**config.mk**
```make
export PLATFORM = sky130hd
export DESIGN_NAME = set_duel_insert
export DESIGN_NICKNAME = d
export VERILOG_FILES = /design/src/rtl/set_duel_insert.sv
export SDC_FILE = /design/constraint.sdc
export NUM_CORES = 1
export LEC_CHECK = 0
export BUFFER_PORTS_ARGS = -buffer_cell sky130_fd_sc_hd__buf_2
export CAP_MARGIN = 20
export CORE_MARGIN = 2
export CORE_UTILIZATION = 40
export DETAILED_ROUTE_END_ITERATION = 7
export RECOVER_POWER = 50
export SYNTH_ARGS = -nofsm -noshare
export SYNTH_HDL_FRONTEND = slang
export SYNTH_SLANG_ARGS = --single-unit
```
**constraint.sdc**
```tcl
create_clock -name clk -period 2.7 [get_ports clk]
set_input_delay 0.54 -clock clk [delete_from_list [all_inputs] [get_ports clk]]
set_output_delay 0.54 -clock clk [all_outputs]
set_load 0.02 [all_outputs]
```
**src/rtl/set_duel_insert.sv**
```systemverilog
module set_duel_insert #(
  parameter int IDX_W    = 10,
  parameter int FIELD_W  = 5,
  parameter int CNT_W    = 10,
  parameter int RND_W    = 16,
  parameter int THR_LOG2 = 5,
  parameter logic [RND_W-1:0] RND_SEED = 16'hACE1,
  parameter logic [RND_W-1:0] RND_TAPS = 16'hB400
) (
  input  logic             clk,
  input  logic             rst_n,
  input  logic             miss_vld,
  input  logic [IDX_W-1:0] miss_idx,
  input  logic             fill_vld,
  input  logic [IDX_W-1:0] fill_idx,
  output logic             ins_mru,
  output logic             follow_bip
);

  localparam logic [CNT_W-1:0] CNT_MAX = '1;
  localparam logic [CNT_W-1:0] CNT_MIN = '0;
  localparam logic [CNT_W-1:0] CNT_MID = {1'b0, {(CNT_W-1){1'b1}}};

  logic [CNT_W-1:0] cnt;
  logic [RND_W-1:0] rnd;

  // leader detection: upper field compared with lower field
  logic [FIELD_W-1:0] m_hi, m_lo, f_hi, f_lo;
  assign m_hi = miss_idx[2*FIELD_W-1:FIELD_W];
  assign m_lo = miss_idx[FIELD_W-1:0];
  assign f_hi = fill_idx[2*FIELD_W-1:FIELD_W];
  assign f_lo = fill_idx[FIELD_W-1:0];

  logic miss_lead_mru, miss_lead_bip, fill_lead_mru, fill_lead_bip;
  assign miss_lead_mru = miss_vld && (m_hi == m_lo);
  assign miss_lead_bip = miss_vld && (m_hi == ~m_lo);
  assign fill_lead_mru = (f_hi == f_lo);
  assign fill_lead_bip = (f_hi == ~f_lo);

  logic at_max, at_min;
  assign at_max = (cnt == CNT_MAX);
  assign at_min = (cnt == CNT_MIN);

  always_ff @(posedge clk) begin
    if (!rst_n)
      cnt <= CNT_MID;
    else if (miss_lead_mru && !at_max)
      cnt <= cnt + 1'b1;
    else if (miss_lead_bip && !at_min)
      cnt <= cnt - 1'b1;
  end

  always_ff @(posedge clk) begin
    if (!rst_n)
      rnd <= RND_SEED;
    else if (fill_vld)
      rnd <= (rnd >> 1) ^ (rnd[0] ? RND_TAPS : '0);
  end

  logic bip_draw;
  assign bip_draw   = (rnd[THR_LOG2-1:0] == '0);
  assign follow_bip = cnt[CNT_W-1];

  always_comb begin
    if (!fill_vld)          ins_mru = 1'b0;
    else if (fill_lead_mru) ins_mru = 1'b1;
    else if (fill_lead_bip) ins_mru = bip_draw;
    else                    ins_mru = follow_bip ? bip_draw : 1'b1;
  end

  p_cnt_up_r3: assert property (@(posedge clk) disable iff (!rst_n)
    (miss_vld && (m_hi == m_lo) && cnt != CNT_MAX) |=> cnt == $past(cnt) + 1'b1);
  p_cnt_sat_hi_r3: assert property (@(posedge clk) disable iff (!rst_n)
    (miss_vld && (m_hi == m_lo) && cnt == CNT_MAX) |=> cnt == CNT_MAX);
  p_cnt_sat_lo_r4: assert property (@(posedge clk) disable iff (!rst_n)
    (miss_vld && (m_hi == ~m_lo) && cnt == CNT_MIN) |=> cnt == CNT_MIN);
  p_follower_hold_r5: assert property (@(posedge clk) disable iff (!rst_n)
    (!miss_vld || ((m_hi != m_lo) && (m_hi != ~m_lo))) |=> $stable(cnt));
  p_rnd_hold_r10: assert property (@(posedge clk) disable iff (!rst_n)
    !fill_vld |=> $stable(rnd));
  p_rnd_live_r10: assert property (@(posedge clk) disable iff (!rst_n)
    rnd != '0);
  p_no_fill_quiet_r11: assert property (@(posedge clk) disable iff (!rst_n)
    !fill_vld |-> !ins_mru);

endmodule

```
Yosys cells after proc, flatten, opt, wreduce, memory -nomap -nowiden
Cells that the tools add are included.
{"block": "totals", "latchBits": 0, "mem_bits_ro": 0, "ff_bits": 26, "n_memories": 0, "inputBits": 24, "word_cells": 28, "ram_bits": 0}
{"block": "op_classes", "n_div": 0, "n_eq_ne": 5, "n_bitwise": 3, "mul": 0, "addsub": 2, "order_cmp": 0, "shift": 0, "n_reduce_logical": 9, "muxes": 7}
{"operator": "$eq A5 B5 Y1", "n": 4}
{"operator": "$mux W10", "n": 2}
{"operator": "$mux W16", "n": 1}
{"operator": "$xor A15 B16 Y16", "n": 1}
{"operator": "$add A10 B1 Y10 const B", "n": 1}
{"operator": "$eq A10 B10 Y1 const B", "n": 1}
{"operator": "$logic_not A10 Y1", "n": 1}
{"operator": "$not A5 Y5", "n": 2}
{"operator": "$sub A10 B1 Y10 const B", "n": 1}
{"operator": "$logic_not A5 Y1", "n": 1}
{"operator": "$logic_and A1 B1 Y1", "n": 4}
{"operator": "$mux W1", "n": 4}
{"operator": "$logic_not A1 Y1", "n": 2}
{"operator": "$reduce_bool A2 Y1", "n": 1}

Longest topological paths before layout
{"block": "logic_depth", "depth_word": 6, "depth_mapped": 11}

Least setup slack after synthesis
OpenSTA, ideal clock, no wires.
{"block": "synth_timing", "kind": "input to register", "start": "input miss_idx[3]", "end": "register cnt[9]", "arrival_ns": 2.739, "slack_ns": -0.111, "cell_stages": 11, "cell_sequence": "xnor2_1 > nand4_1 > nor3_4 > inv_2 > ha_1 > a21oi_1 > nor2b_1 > a311o_1 > a21oi_2 > mux2i_1 > mux2i_1"}
{"block": "synth_between", "elab_chain_len": 5, "word_cells_on_any_way": 9, "classes_between": "2 x eq/ne; 1 x mux; 1 x bitwise; 5 x reduce/logical"}
{"element": "start, declared", "line": "13", "text": "input logic [IDX_W-1:0] miss_idx,"}
{"element": "$not A5 Y5", "line": "36", "text": "assign miss_lead_bip = miss_vld && (m_hi == ~m_lo);"}
{"element": "$eq A5 B5 Y1", "line": "36"}
{"element": "$logic_and A1 B1 Y1", "line": "36"}
{"element": "$logic_and A1 B1 Y1", "line": "49", "text": "else if (miss_lead_bip && !at_min)"}
{"element": "$reduce_bool A2 Y1 (no source line)"}
{"element": "end signal, assigned", "line": "48", "text": "cnt <= cnt + 1'b1;"}
{"element": "end signal, assigned", "line": "50", "text": "cnt <= cnt - 1'b1;"}
{"element": "end, declared", "line": "24", "text": "logic [CNT_W-1:0] cnt;"}
Several ways; a longest one is shown, not always the timed one.
A chain may end at the register's enable or synchronous reset.

Worst setup path after layout
{"block": "layout_timing", "start": "input miss_idx[2]", "end": "register cnt[9]"}
Same word-level chain as after synthesis.

==> impl_metrics.yaml <==
status:
  status: "finished clean"
sta:
  final.min_clock_period_ns: 2.56
  rsz0062_at_grt: "false"
  max_slew_margin_pct: 28.7
  finalSetupViolations: 0
  fin_skew_ns: 0.00225
  fmaxAchievable_mhz: 391
  period_share_pct: 94.7
  slew_violations: 0
  final.setup.worst_slack_ns: 0.142
  worst_slew_pin_slew_ns: 1.07
  hold_viol_final: 0
routing:
  first_iter_violations: 61
  first_pass_iters: 4
  antenna_left: 0
  routed_wl_um: 3270
  drc_errors: 0
  vias: 1320
  viasPerCell: 5.24
  wl_per_cell_um: 13.0
critical_path:
  cp_num_buf_inv: 2
  start_kind: "primary input"
  worst-path-stages: 12
  cpMaxStageDelayCell: "a311o_1"
  slowest_delay_ns: 0.37
  crit_top_cell: "mux2i_1"
  critical_path_arrival_ns: 2.76
  crit_required_ns: 2.90
  crit_chain: "buf_2 -> xnor2_4 -> nand4_1 -> nor3_4 -> inv_4 -> ha_4 -> a21oi_1 -> nor2b_1 -> a311o_1 -> a21oi_2 -> mux2i_1 -> mux2i_1"
  endpoint_kind: "register"
  crit_type: "primary input to register"
  reg2regPathDepth: 11
  crit_family: "compound AO/OA/AOI/OAI gates"
  worstPathMaxFanout: 6
floorplanning:
  core_um2: 3690
  rows: 22
  die_x_um: 66.2
  die_y_um: 66.2
  initial_core_util_pct: 41.9
  fp.dieArea_um2: 4380
  ios: 26
clocking:
  root_buffer: "clkbuf_8"
  path_clk_slew_ns: 0.09
  cts_tree: "done"
  htreeDepth: 1
  cts-buffers-inserted: 3
  cts_sinks: 26
  ctsHoldBuffers: 0
  clk_path_buf_depth: 2
  clk_latency_ns: 0.26
logic_synthesis:
  ys.flop_type: "dfxtp_1"
  synth_fp_nets: 199
  ys_warn_count: 0
  syn_avg_cell_area_um2: 9.31
  async_flop_share_pct: 0
  synth_edf_count: 0
  ys_ff_latch: 26
  synth_cell_type_count: 43
  postSynthCellCount: 166
  synth_area_um2: 1550
  yosysSeqAreaShare_pct: 33.7
worst_hold_path:
  hold_depth: 2
  hp-class: "register to register"
place:
  routabilityCongestion: 0.842
  dp.final_hpwl_um: 2640
  dp.cells: 248
  dp_slack_ns: -0.153
  numPortBuffers: 25
final_layout:
  final_cells: 252
  fillers: 346
  fin_nets: 238
  syn_to_final_growth_pct: 29.8
  insertedDiodeCount: 0
  drive_above_1_share_pct: 30.9
grt:
  overflow: 0
  grt_max_degree: 28
  grt_pass1_vias: 1247
  grt_usage_pct: 16.5
  antenna_found_initial: 0
  grt_pass1_wl_um: 5600
pwr:
  p_per_area_nw_per_um2: 425
  peakVddDrop_mv: 0.184
  leakage_uw: 0.000889
run:
  cap_violations: 0
## layout by cell type (no fill, tap or decap), types with 4 or more instances in the layout
master and count:
nand4_1 4, ha_1 4, o211ai_1 4, o21ai_0 4, ha_4 4, buf_4 15, mux2i_1 15, nor2b_1 10
xnor2_1 13, buf_2 24, dfxtp_1 25, clkbuf_8 4, nand2_1 21, a21oi_1 4
## power by group
part           switching, uW  internal (uW)
Combinational           88.4           98.5
Clock                    115            130
Sequential              15.7            404
## cells by family (layout without fill, tap and decap cells)
kind of cell             count (synthesis)  in the layout  share of synthesized area, %
AO/OA/AOI/OAI                           29             29                          13.2
multiplexers                            16             16                          10.7
XOR/XNOR                                19             19                          10.8
flip-flops                              26             26                          33.7
AND/OR/NAND/NOR                         56             56                          20.6
buffers and inverters                   11             49                          3.24
adder cells (fa/ha/maj)                  9              9                          7.77
## path summary, 6_finish.rpt
path / start / end / slack (ns)
setup / recovery: miss_idx[2] / cnt[9]$_SDFFE_PN0P_ / 0.14
hold reg to reg: rnd[6]$_SDFFE_PN1P_ / rnd[6]$_SDFFE_PN1P_ / 0.48
hold / removal: rnd[6]$_SDFFE_PN1P_ / rnd[6]$_SDFFE_PN1P_ / 0.48
setup reg to reg: cnt[6]$_SDFFE_PN1P_ / cnt[9]$_SDFFE_PN0P_ / 0.19
## area by class of cell
| type | count | area, um2 | share of cell area, % |
|---|---|---|---|
| clock buffer | 4 | 55.1 | 2.74 |
| inverter | 4 | 17.5 | 0.873 |
| multi-input combinational | 129 | 1110 | 55.4 |
| sequential | 26 | 522 | 26.0 |
| tap | 48 | 60.1 | 2.99 |
| timing repair buffer | 41 | 240 | 12.0 |
## metal layers
| layer | GRT usage, % | up-vias | routed length, um |
|---|---|---|---|
| li1 | - | 672 | - |
| met1 | 21.8 | 626 | 1500 |
| met2 | 27.8 | 16 | 1640 |
| met3 | 1.70 | 6 | 63 |
| met4 | 6.38 | 0 | 65 |
| met5 | 0 | - | 0 |
## synthesized netlist by cell type, types with 2 or more instances
library cell | count | area, um2
nor3_1 | 2 | 10.0
nor2b_1 | 11 | 68.8
ha_1 | 8 | 100
or4_1 | 2 | 15.0
mux2i_1 | 15 | 150
inv_2 | 2 | 7.51
o211ai_1 | 4 | 30.0
a21oi_1 | 5 | 25.0
and4_1 | 2 | 17.5
o311ai_1 | 2 | 17.5
nor4_1 | 3 | 18.8
xor2_1 | 2 | 17.5
inv_1 | 2 | 7.51
clkbuf_1 | 5 | 18.8
nand2_1 | 21 | 78.8
nor2_1 | 3 | 11.3
dfxtp_1 | 26 | 521
o21ai_0 | 4 | 20.0
o21ai_1 | 2 | 10.0
nand2b_1 | 2 | 12.5
nand4_1 | 4 | 25.0
o21a_1 | 2 | 15.0
xnor2_1 | 17 | 149
## repair_timing
action	CTS	global route
endpoints found under the setup margin	0	4
buffers inserted	0	0
resized for setup	0	5
## worst min-delay path, stage by stage, from the launching register on
cell and delay (ns):
dfxtp_1 0.34, mux2i_1 0.06, nand2_1 0.06
## sequential cells by signal, indices dropped and copies added (netlist names)
name / cells
cnt: 10
rnd: 16
## per-stage QoR
step	total power [uW]	cell area [um2]	hold WS [ns]	utilization (%)	TNS, ns
final	851	2010	0.483	54.4	0
after global routing	903	2010	0.507	54.4	0
after CTS	862	1990	0.486	54.0	0
after detailed placement	613	1940	0.462	52.5	-0.454
after global placement	606	1940	0.453	52.5	-0.176
after floorplan	550	1670	0.441	-	-0.0220
Note: power is estimated with default switching activity, not from simulation.
